`src/rtl/xlt_pkg.sv`:
```
// Shared types for the translation table update engine.
// Assumes a 2-bit opcode field and a 1-bit status code.
package xlt_pkg;
    typedef enum logic [1:0] {
        OP_PUT  = 2'd0,
        OP_GET  = 2'd1,
        OP_FILL = 2'd2,
        OP_LIST = 2'd3
    } xlt_op_e;

    typedef enum logic [2:0] {
        S_IDLE,
        S_STEP,
        S_FETCH,
        S_GET,
        S_GETD
    } xlt_state_e;

    localparam logic ST_OK    = 1'b0;
    localparam logic ST_PARAM = 1'b1;
endpackage

```
`src/rtl/xlt_index.sv`:
```
// Maps a page-aligned bus address to a table slot and flags whether the
// slot exists. Assumes the address is already aligned; the subtraction
// wraps, so addresses below the window base come out as out of range.
module xlt_index #(
    parameter int                 ADDR_W     = 32,
    parameter int                 PAGE_SHIFT = 12,
    parameter int                 DEPTH      = 64,
    parameter logic [ADDR_W-1:0]  WIN_BASE   = '0,
    parameter int                 IDX_W      = 6
) (
    input  logic [ADDR_W-1:0] addr,
    output logic [IDX_W-1:0]  idx,
    output logic              hit
);
    localparam logic [ADDR_W-1:0] DEPTH_A = ADDR_W'(DEPTH);

    logic [ADDR_W-1:0] rel;
    logic [ADDR_W-1:0] page;

    // Offset from the window base; a zero base needs no subtractor.
    generate
        if (WIN_BASE == '0) begin : g_nobase
            assign rel = addr;
        end else begin : g_base
            assign rel = addr - WIN_BASE;
        end
    endgenerate

    // Page number, range flag and truncated slot address.
    always_comb begin
        page = rel >> PAGE_SHIFT;
        hit  = page < DEPTH_A;
        idx  = page[IDX_W-1:0];
    end
endmodule

```
`src/rtl/xlt_notify.sv`:
```
// Registers a notification for each table write: page base, translated base,
// offset mask and permission bits. Assumes one write at most per cycle.
module xlt_notify #(
    parameter int ADDR_W     = 32,
    parameter int DATA_W     = 64,
    parameter int PAGE_SHIFT = 12
) (
    input  logic              clk,
    input  logic              rst_n,
    input  logic              fire,
    input  logic [ADDR_W-1:0] page_addr,
    input  logic [DATA_W-1:0] entry,
    output logic              ntf_valid,
    output logic [ADDR_W-1:0] ntf_iova,
    output logic [DATA_W-1:0] ntf_xlat,
    output logic [DATA_W-1:0] ntf_mask,
    output logic [1:0]        ntf_perm
);
    localparam logic [DATA_W-1:0] OFS_MASK = (DATA_W'(1) << PAGE_SHIFT) - DATA_W'(1);

    // Capture the fields of the entry being written this cycle.
    always_ff @(posedge clk) begin
        if (!rst_n) begin
            ntf_valid <= 1'b0;
            ntf_iova  <= '0;
            ntf_xlat  <= '0;
            ntf_perm  <= '0;
        end else begin
            ntf_valid <= fire;
            if (fire) begin
                ntf_iova <= page_addr;
                ntf_xlat <= entry & ~OFS_MASK;
                ntf_perm <= entry[1:0];
            end
        end
    end

    assign ntf_mask = OFS_MASK;
endmodule

```
`src/rtl/xlt_update_engine.sv`:
```
// Command engine that stores, loads, fills and list-stores entries of a
// translation table kept in an external RAM with one cycle of read latency.
// Multi-page commands run one entry per step and stop at the first slot out
// of range. List entries are fetched with one read outstanding at a time.
module xlt_update_engine
    import xlt_pkg::*;
#(
    parameter int                ADDR_W     = 32,
    parameter int                DATA_W     = 64,
    parameter int                PAGE_SHIFT = 12,
    parameter int                DEPTH      = 64,
    parameter logic [ADDR_W-1:0] WIN_BASE   = 32'h0010_0000,
    parameter int                CNT_W      = 16,
    parameter int                LIST_MAX   = 512,
    parameter int                LIST_ALIGN = 12,
    localparam int               IDX_W      = $clog2(DEPTH)
) (
    input  logic              clk,
    input  logic              rst_n,
    input  logic              cmd_valid,
    input  logic [1:0]        cmd_op,
    input  logic [ADDR_W-1:0] cmd_addr,
    input  logic [DATA_W-1:0] cmd_arg,
    input  logic [CNT_W-1:0]  cmd_count,
    output logic              busy,
    output logic              rsp_valid,
    output logic              rsp_status,
    output logic [DATA_W-1:0] rsp_data,
    output logic              tbl_we,
    output logic [IDX_W-1:0]  tbl_addr,
    output logic [DATA_W-1:0] tbl_wdata,
    input  logic [DATA_W-1:0] tbl_rdata,
    output logic              mem_req,
    output logic [ADDR_W-1:0] mem_addr,
    input  logic              mem_rvalid,
    input  logic [DATA_W-1:0] mem_rdata,
    output logic              ntf_valid,
    output logic [ADDR_W-1:0] ntf_iova,
    output logic [DATA_W-1:0] ntf_xlat,
    output logic [DATA_W-1:0] ntf_mask,
    output logic [1:0]        ntf_perm
);
    localparam logic [ADDR_W-1:0] PAGE_SZ   = ADDR_W'(1) << PAGE_SHIFT;
    localparam logic [ADDR_W-1:0] PAGE_MSK  = ~(PAGE_SZ - ADDR_W'(1));
    localparam logic [ADDR_W-1:0] SLOT_SZ   = ADDR_W'(8);
    localparam logic [ADDR_W-1:0] PERM_CLR  = ~ADDR_W'(3);
    localparam logic [CNT_W-1:0]  DEPTH_C   = CNT_W'(DEPTH);
    localparam logic [CNT_W-1:0]  LISTMAX_C = CNT_W'(LIST_MAX);

    xlt_state_e        state;
    xlt_op_e           op_q;
    logic [ADDR_W-1:0] addr_q;
    logic [DATA_W-1:0] val_q;
    logic [ADDR_W-1:0] list_q;
    logic [CNT_W-1:0]  left_q;
    logic [IDX_W-1:0]  idx;
    logic              hit;
    logic              cnt_zero;
    logic              fill_bad;
    logic              list_bad;

    xlt_index #(
        .ADDR_W    (ADDR_W),
        .PAGE_SHIFT(PAGE_SHIFT),
        .DEPTH     (DEPTH),
        .WIN_BASE  (WIN_BASE),
        .IDX_W     (IDX_W)
    ) i_index (
        .addr(addr_q),
        .idx (idx),
        .hit (hit)
    );

    // Argument checks that reject a command before any entry is touched.
    always_comb begin
        cnt_zero = (cmd_count == '0);
        fill_bad = cnt_zero || (cmd_count > DEPTH_C);
        list_bad = cnt_zero || (cmd_count > LISTMAX_C) || (|cmd_arg[LIST_ALIGN-1:0]);
    end

    // Command sequencer: accept, step through pages, fetch list entries, respond.
    always_ff @(posedge clk) begin
        if (!rst_n) begin
            state      <= S_IDLE;
            op_q       <= OP_PUT;
            addr_q     <= '0;
            val_q      <= '0;
            list_q     <= '0;
            left_q     <= '0;
            rsp_valid  <= 1'b0;
            rsp_status <= ST_OK;
            rsp_data   <= '0;
        end else begin
            rsp_valid <= 1'b0;
            unique case (state)
                S_IDLE: begin
                    if (cmd_valid) begin
                        op_q   <= xlt_op_e'(cmd_op);
                        addr_q <= cmd_addr & PAGE_MSK;
                        val_q  <= cmd_arg;
                        list_q <= cmd_arg[ADDR_W-1:0] & PERM_CLR;
                        left_q <= cmd_count;
                        unique case (xlt_op_e'(cmd_op))
                            OP_PUT: begin
                                left_q <= CNT_W'(1);
                                state  <= S_STEP;
                            end
                            OP_GET: state <= S_GET;
                            OP_FILL: begin
                                if (fill_bad) begin
                                    rsp_valid  <= 1'b1;
                                    rsp_status <= ST_PARAM;
                                end else begin
                                    state <= S_STEP;
                                end
                            end
                            OP_LIST: begin
                                if (list_bad) begin
                                    rsp_valid  <= 1'b1;
                                    rsp_status <= ST_PARAM;
                                end else begin
                                    state <= S_FETCH;
                                end
                            end
                            default: state <= S_IDLE;
                        endcase
                    end
                end
                S_STEP: begin
                    if (!hit) begin
                        rsp_valid  <= 1'b1;
                        rsp_status <= ST_PARAM;
                        state      <= S_IDLE;
                    end else begin
                        addr_q <= addr_q + PAGE_SZ;
                        left_q <= left_q - CNT_W'(1);
                        if (left_q == CNT_W'(1)) begin
                            rsp_valid  <= 1'b1;
                            rsp_status <= ST_OK;
                            state      <= S_IDLE;
                        end else if (op_q == OP_LIST) begin
                            state <= S_FETCH;
                        end
                    end
                end
                S_FETCH: begin
                    if (mem_rvalid) begin
                        val_q  <= mem_rdata;
                        list_q <= list_q + SLOT_SZ;
                        state  <= S_STEP;
                    end
                end
                S_GET: begin
                    if (!hit) begin
                        rsp_valid  <= 1'b1;
                        rsp_status <= ST_PARAM;
                        state      <= S_IDLE;
                    end else begin
                        state <= S_GETD;
                    end
                end
                S_GETD: begin
                    rsp_data   <= tbl_rdata;
                    rsp_valid  <= 1'b1;
                    rsp_status <= ST_OK;
                    state      <= S_IDLE;
                end
                default: state <= S_IDLE;
            endcase
        end
    end

    // Table and memory port drive, decoded from the current step.
    always_comb begin
        busy      = (state != S_IDLE);
        tbl_we    = (state == S_STEP) && hit;
        tbl_addr  = idx;
        tbl_wdata = val_q;
        mem_req   = (state == S_FETCH);
        mem_addr  = list_q;
    end

    xlt_notify #(
        .ADDR_W    (ADDR_W),
        .DATA_W    (DATA_W),
        .PAGE_SHIFT(PAGE_SHIFT)
    ) i_notify (
        .clk      (clk),
        .rst_n    (rst_n),
        .fire     (tbl_we),
        .page_addr(addr_q),
        .entry    (val_q),
        .ntf_valid(ntf_valid),
        .ntf_iova (ntf_iova),
        .ntf_xlat (ntf_xlat),
        .ntf_mask (ntf_mask),
        .ntf_perm (ntf_perm)
    );
endmodule

```
`config.mk`:
```
export PLATFORM = sky130hd
export DESIGN_NAME = xlt_update_engine
export DESIGN_NICKNAME = d
export VERILOG_FILES = /design/src/rtl/xlt_pkg.sv /design/src/rtl/xlt_index.sv /design/src/rtl/xlt_notify.sv /design/src/rtl/xlt_update_engine.sv
export SDC_FILE = /design/constraint.sdc
export NUM_CORES = 1
export LEC_CHECK = 0
export BUFFER_PORTS_ARGS = -buffer_cell sky130_fd_sc_hd__buf_2
export CELL_PAD_IN_SITES_DETAIL_PLACEMENT = 0
export CELL_PAD_IN_SITES_GLOBAL_PLACEMENT = 2
export CORE_AREA = 2 2 229 231
export DETAILED_ROUTE_END_ITERATION = 8
export DIE_AREA = 0 0 231 233
export GPL_TIMING_DRIVEN = 0
export PLACE_DENSITY = 0.92
export SLEW_MARGIN = 10
export SYNTH_ARGS = -nofsm -noshare
export SYNTH_HDL_FRONTEND = slang
export SYNTH_HIERARCHICAL = 1
export SYNTH_SLANG_ARGS = --single-unit
```
`constraint.sdc`:
```
create_clock -name clk -period 4.3 [get_ports clk]
set_clock_uncertainty 0.05 [all_clocks]
set_input_delay 0.86 -clock clk [delete_from_list [all_inputs] [get_ports clk]]
set_output_delay 0.86 -clock clk [all_outputs]
set_load 0.05 [all_outputs]
```
* After elaboration in Yosys (flattened, before gate mapping)
Cells that the tools add are included.
** Cells by class
- $add $sub $neg :: 4
- Order comparisons :: 3
- Equality and inequality tests :: 20
- Muxes and demuxes :: 39
- Reduce and logical (&&, ||, !) cells :: 17
** Operators with widths (count)
- $mux 32 :: 4
- $mux 64 :: 2
- $pmux 32 s2 :: 2
- $pmux 64 s2 :: 1
- $mux 16 :: 3
- $add 32x13->32 const B :: 1
- $add 32x4->32 const B :: 1
- $pmux 16 s2 :: 1
- $sub 32x21->32 const B :: 1
- $mux 3 :: 8
- $pmux 3 s4 :: 2
- $lt 20x7->1 const B :: 1
- $eq 16x1->1 const B :: 1
- $gt 16x10->1 const B :: 1
- $gt 16x7->1 const B :: 1
- $logic_not 16->1 :: 1
- $sub 16x1->16 const B :: 1
- $ne 3x3->1 const B :: 5
- $mux 1 :: 12
- $reduce_or 12->1 :: 1
- $pmux 1 s4 :: 2
- $reduce_and 7->1 :: 1
- $eq 2x2->1 const B :: 3
- $eq 3x2->1 const B :: 2
- 18 further kinds :: 25
** Storage, ports and cells
- Register bits :: 302
- Input port bits :: 246
- Output and inout bits :: 334

* Depth between registers and ports, before layout
- Word-level depth :: 7
- Gate-level depth with buffers :: 9
- Gate-level depth less buffers :: 7

* Modules after synthesis
Netlist, hierarchy kept.
** Modules (own cells, without submodules)
- xlt_update_engine :: times used 1, cells an instance 1261, area an instance 9410.3 sq um
- xlt_notify :: times used 1, cells an instance 357, area an instance 3875.0 sq um
- xlt_index :: times used 1, cells an instance 11, area an instance 85.1 sq um

* Worst setup path after synthesis
No wires, ideal clock.
- Path kind :: input -> register
- From :: in cmd_count[0]
- To :: reg state[1]
- Library setup time :: 0.072 ns
- Data arrival time :: 2.655 ns
- Required time :: 4.178 ns
- Path slack :: 1.523 ns
- Stages :: 5
- Buffers on the path :: 0
- Cell sequence :: or4_4 o31a_1 or4_4 a221oi_2 mux2i_1
** On the way
- Word-level cells in the longest chain between the ends :: 5
- Elaborated cells between the ends (all ways) :: 9
- Classes of those cells :: order compare (2); eq/ne (2); reduce/logical (5)
** RTL lines
- start: declaration :: RTL line xlt_update_engine.sv:24 : input logic [CNT_W-1:0] cmd_count,
- $gt 16x10->1 or $logic_not 16->1 (tied branches) :: RTL line xlt_update_engine.sv:78, xlt_update_engine.sv:76
- $logic_or 1x1->1 (2 in series) :: RTL line xlt_update_engine.sv:78 : list_bad = cnt_zero || (cmd_count > LISTMAX_C) || (|cmd_arg[LIST_ALIGN-1:0]);
- $ne 3x3->1 (no source line)
- $reduce_and 5->1 (no source line) *
- end signal: assignment :: RTL line xlt_update_engine.sv:84 : state <= S_IDLE;
- end signal: assignment :: RTL line xlt_update_engine.sv:106 : state <= S_STEP;
- end signal: assignment :: RTL line xlt_update_engine.sv:108 : OP_GET: state <= S_GET;
- end: declaration :: RTL line xlt_update_engine.sv:50 : xlt_state_e state;
Every way passes the cells marked *; elsewhere a longest branch is shown, timed or not.
A chain may end at the register's enable or synchronous reset.

* Final worst setup path
- From :: reg state[2]
- To :: out mem_req
** On the way
- Word-level cells in the longest chain between the ends :: 1
** RTL lines
- $eq 3x2->1 :: RTL line xlt_update_engine.sv:179 : mem_req = (state == S_FETCH);
- end: declaration :: RTL line xlt_update_engine.sv:33 : output logic mem_req,
No other way between the ends.

==> flow_metrics.tcl <==
set metrics [dict create \
    design_area_sq_um 18200 \
    fin_nets 2493 \
    cts_tree "done" \
    combPwrFrac_pct 21.8 \
    synth_top_cells_by_count "nand2_1 (289), dfxtp_1 (288), a21oi_1 (162)" \
    cts_hold_buf 0 \
    min_period_ns 4.14 \
    cellPowerDensity_nw_per_um2 428 \
    power_frac_clock_pct 39.7 \
    cts_buffers 37 \
    cp-startpoint "state[2]" \
    gr-total-overflow 0 \
    wl_per_cell_um 19.8 \
    place_congestion 0.894 \
    initial_core_util_pct 26.2 \
    viasPerCell 4.84 \
    num_rows 83 \
    ant_nets 0 \
    vias 14300 \
    grt_max_degree 12 \
    maxSlewHeadroom_pct 23.6 \
    synth_edf_count 0 \
    startpoint_type "flip-flop" \
    yosys.area.top_type "dfxtp_1" \
    async_flop_share_pct 0 \
    sequentialPowerShare_pct 38.5 \
    dpl_cell_area_sq_um 17000 \
    ctsRootBufferMaster "clkbuf_16" \
    syn_inst 1629 \
    cp_slowest_stage_delay_ns 0.52 \
    io_pins 580 \
    maxSlewViolCount 0 \
    internal-power_w 0.00515 \
    p_leak_nw 7.86 \
    ys_ff_latch 288 \
    crit_required_ns 3.39 \
    grt_pass1_wl_mm 84.9 \
    place.detailed.hpwl_mm 45.5 \
    grt_pass1_vias 13700 \
    dieArea_sq_um 53800 \
    cts.sink_count 288 \
    synth_top_area_share_pct 43.1 \
    cts.repair.resized 0 \
    h-tree-depth 2 \
    drt_iter0_drc 908 \
    grt_usage_pct 20.8 \
    ys_top_cells_by_area "dfxtp_1 (43%), nand2_1 (8.1%), mux2i_1 (6.7%)" \
    portBuffers 488 \
    antenna_found_initial 7 \
    r2r-start "addr_q[24]" \
    tns_ns 0 \
    max_freq_mhz 242 \
    synth_area_sq_um 13400 \
    hold_class "flip-flop to flip-flop" \
    tightest_slew_ns 1.14 \
    drive_above_1_share_pct 29.7 \
    syn_area_per_cell_sq_um 8.21 \
    crit_fanout 10 \
    rsz0062_at_grt "no" \
    post-cts-setup-buffers 0 \
    hold_viol_final 0 \
    synth_cell_types 56 \
    finalSetupViolations 0 \
    dp_slack_ns 0.689 \
    routed_wirelength_mm 58.6 \
    cp_slowest_cell "or3b_2" \
    fin_ws_ns 0.159 \
    crit_top_cell "buf_2" \
    hold_depth 2 \
    reg2reg_depth 8 \
    min_from "rsp_data[16]" \
    drtPass1Iterations 8 \
    end_kind "primary output" \
    maxCapViolCount 0 \
    syn2layout_area_growth_pct 36.2 \
    fin_crit_sh_pct 96.3 \
    synth_ff_type "dfxtp_1" \
    p_sw_w 0.00264 \
    yosysMostFrequentCell "nand2_1" \
    critical_path_class "flip-flop to primary output" \
    route.detailed.drc 0 \
    fillers 5490 \
    ir_drop_mv 0.254 \
    fin_util_pct 35.6 \
    switching_share_pct 33.9 \
    status "complete, no violations" \
    path_cells "clkbuf_1, or3b_2, clkbuf_1, inv_2, buf_2, buf_2, buf_2" \
    clockBufferDepth 3 \
    clk_latency_ns 0.55 \
    path_clk_slew_ns 0.05 \
    chipHeight_um 233 \
    coreArea_sq_um 51100 \
    cp.arrival_ns 3.23 \
    dieWidth_um 231 \
    ys_seq_area_share_pct 43.1 \
    yosys_warnings 6 \
]
[per-stage QoR]
stage	total power [W]	cells	hold slack [ns]
finish	0.00779	2956	0.398
detailed placement	0.00474	2884	0.393
global placement	0.00473	2884	0.390
CTS	0.00786	2949	0.401
floorplan	0.00415	1716	0.386
global route	0.00810	2955	0.419
[final timing paths]
check | to | slack (ns)
worst max-delay path | mem_req | 0.16
worst min-delay path | rsp_data[16] | 0.40
worst max register to register | addr_q[23] | 1.02
worst min register to register | rsp_data[16] | 0.40
[power by group through the flow]
stage	clock [W]	combinational [W]	sequential (W)
floorplan	0	0.000790	0.00336
global route	0.00327	0.00181	0.00302
CTS	0.00317	0.00170	0.00299
global placement	0	0.00168	0.00304
detailed placement	0	0.00169	0.00305
finish	0.00309	0.00170	0.00300
[state kept, by name, summed over array words and instances (netlist names)]
signal,cells
addr_q,20
i_notify/ntf_iova,32
i_notify/ntf_perm,2
i_notify/ntf_valid,1
i_notify/ntf_xlat,52
left_q,16
mem_addr,30
op_q,2
rsp_data,64
rsp_status,1
rsp_valid,1
state,3
tbl_wdata,64
[placed cells by master, fill, tap and decap left out, types with 5 or more instances in the layout]
cell type,n
clkinv_2,5
or3_1,6
nor3_1,17
mux2i_1,90
buf_4,90
a41oi_1,5
clkbuf_8,9
or4_1,5
o221a_2,12
clkbuf_16,37
and3_1,13
o21a_1,5
and2_1,13
nor4_1,13
dfxtp_1,288
a311oi_1,52
nand2_1,289
nor2_1,116
a211oi_1,7
o21ai_0,74
o31ai_1,7
conb_1,90
a21oi_1,162
buf_2,494
a31oi_1,28
diode_2,7
nand4_1,18
clkbuf_1,107
buf_1,8
nand3_1,33
and4_1,11
nor2b_1,90
inv_1,6
[routing by layer]
layer / GRT usage [%] / vias up / routed length, um
met5: 0 / - / 0
met3: 3.42 / 95 / 4090
li1: - / 6792 / -
met4: 7.62 / 0 / 1680
met1: 27.3 / 6767 / 25500
met2: 34.2 / 646 / 27300
[critical path: cells and delay by family (launching register included)]
family	cells	cell delay [ns]
buffers and inverters	6	1.84
AND/OR/NAND/NOR	1	0.52
flip-flops	1	0.30
[cells by family after synthesis]
| group | after synthesis | share of synthesized area [%] |
|---|---|---|
| and+or+nand+nor | 647 | 22.9 |
| AOI/OAI and AO/OA | 381 | 17.8 |
| DFF | 288 | 43.1 |
| buffers and inverters | 216 | 9.06 |
| muxes | 90 | 6.74 |
| adders and majority gates | 4 | 0.374 |
| other | 3 | 0.0842 |
[layout make-up]
class | count | area [sq um] | share of cell area [%]
Sequential cell | 288 | 5770 | 31.7
Multi-Input combinational cell | 1212 | 6720 | 36.9
Buffer | 208 | 1180 | 6.49
Inverter | 8 | 30.0 | 0.165
Tap cell | 680 | 851 | 4.67
Timing Repair Buffer | 488 | 2440 | 13.4
Clock buffer | 53 | 1080 | 5.91
Clock inverter | 12 | 126 | 0.694
Antenna cell | 7 | 17.5 | 0.0962
No activity file was read; power rests on OpenSTA's default activity.
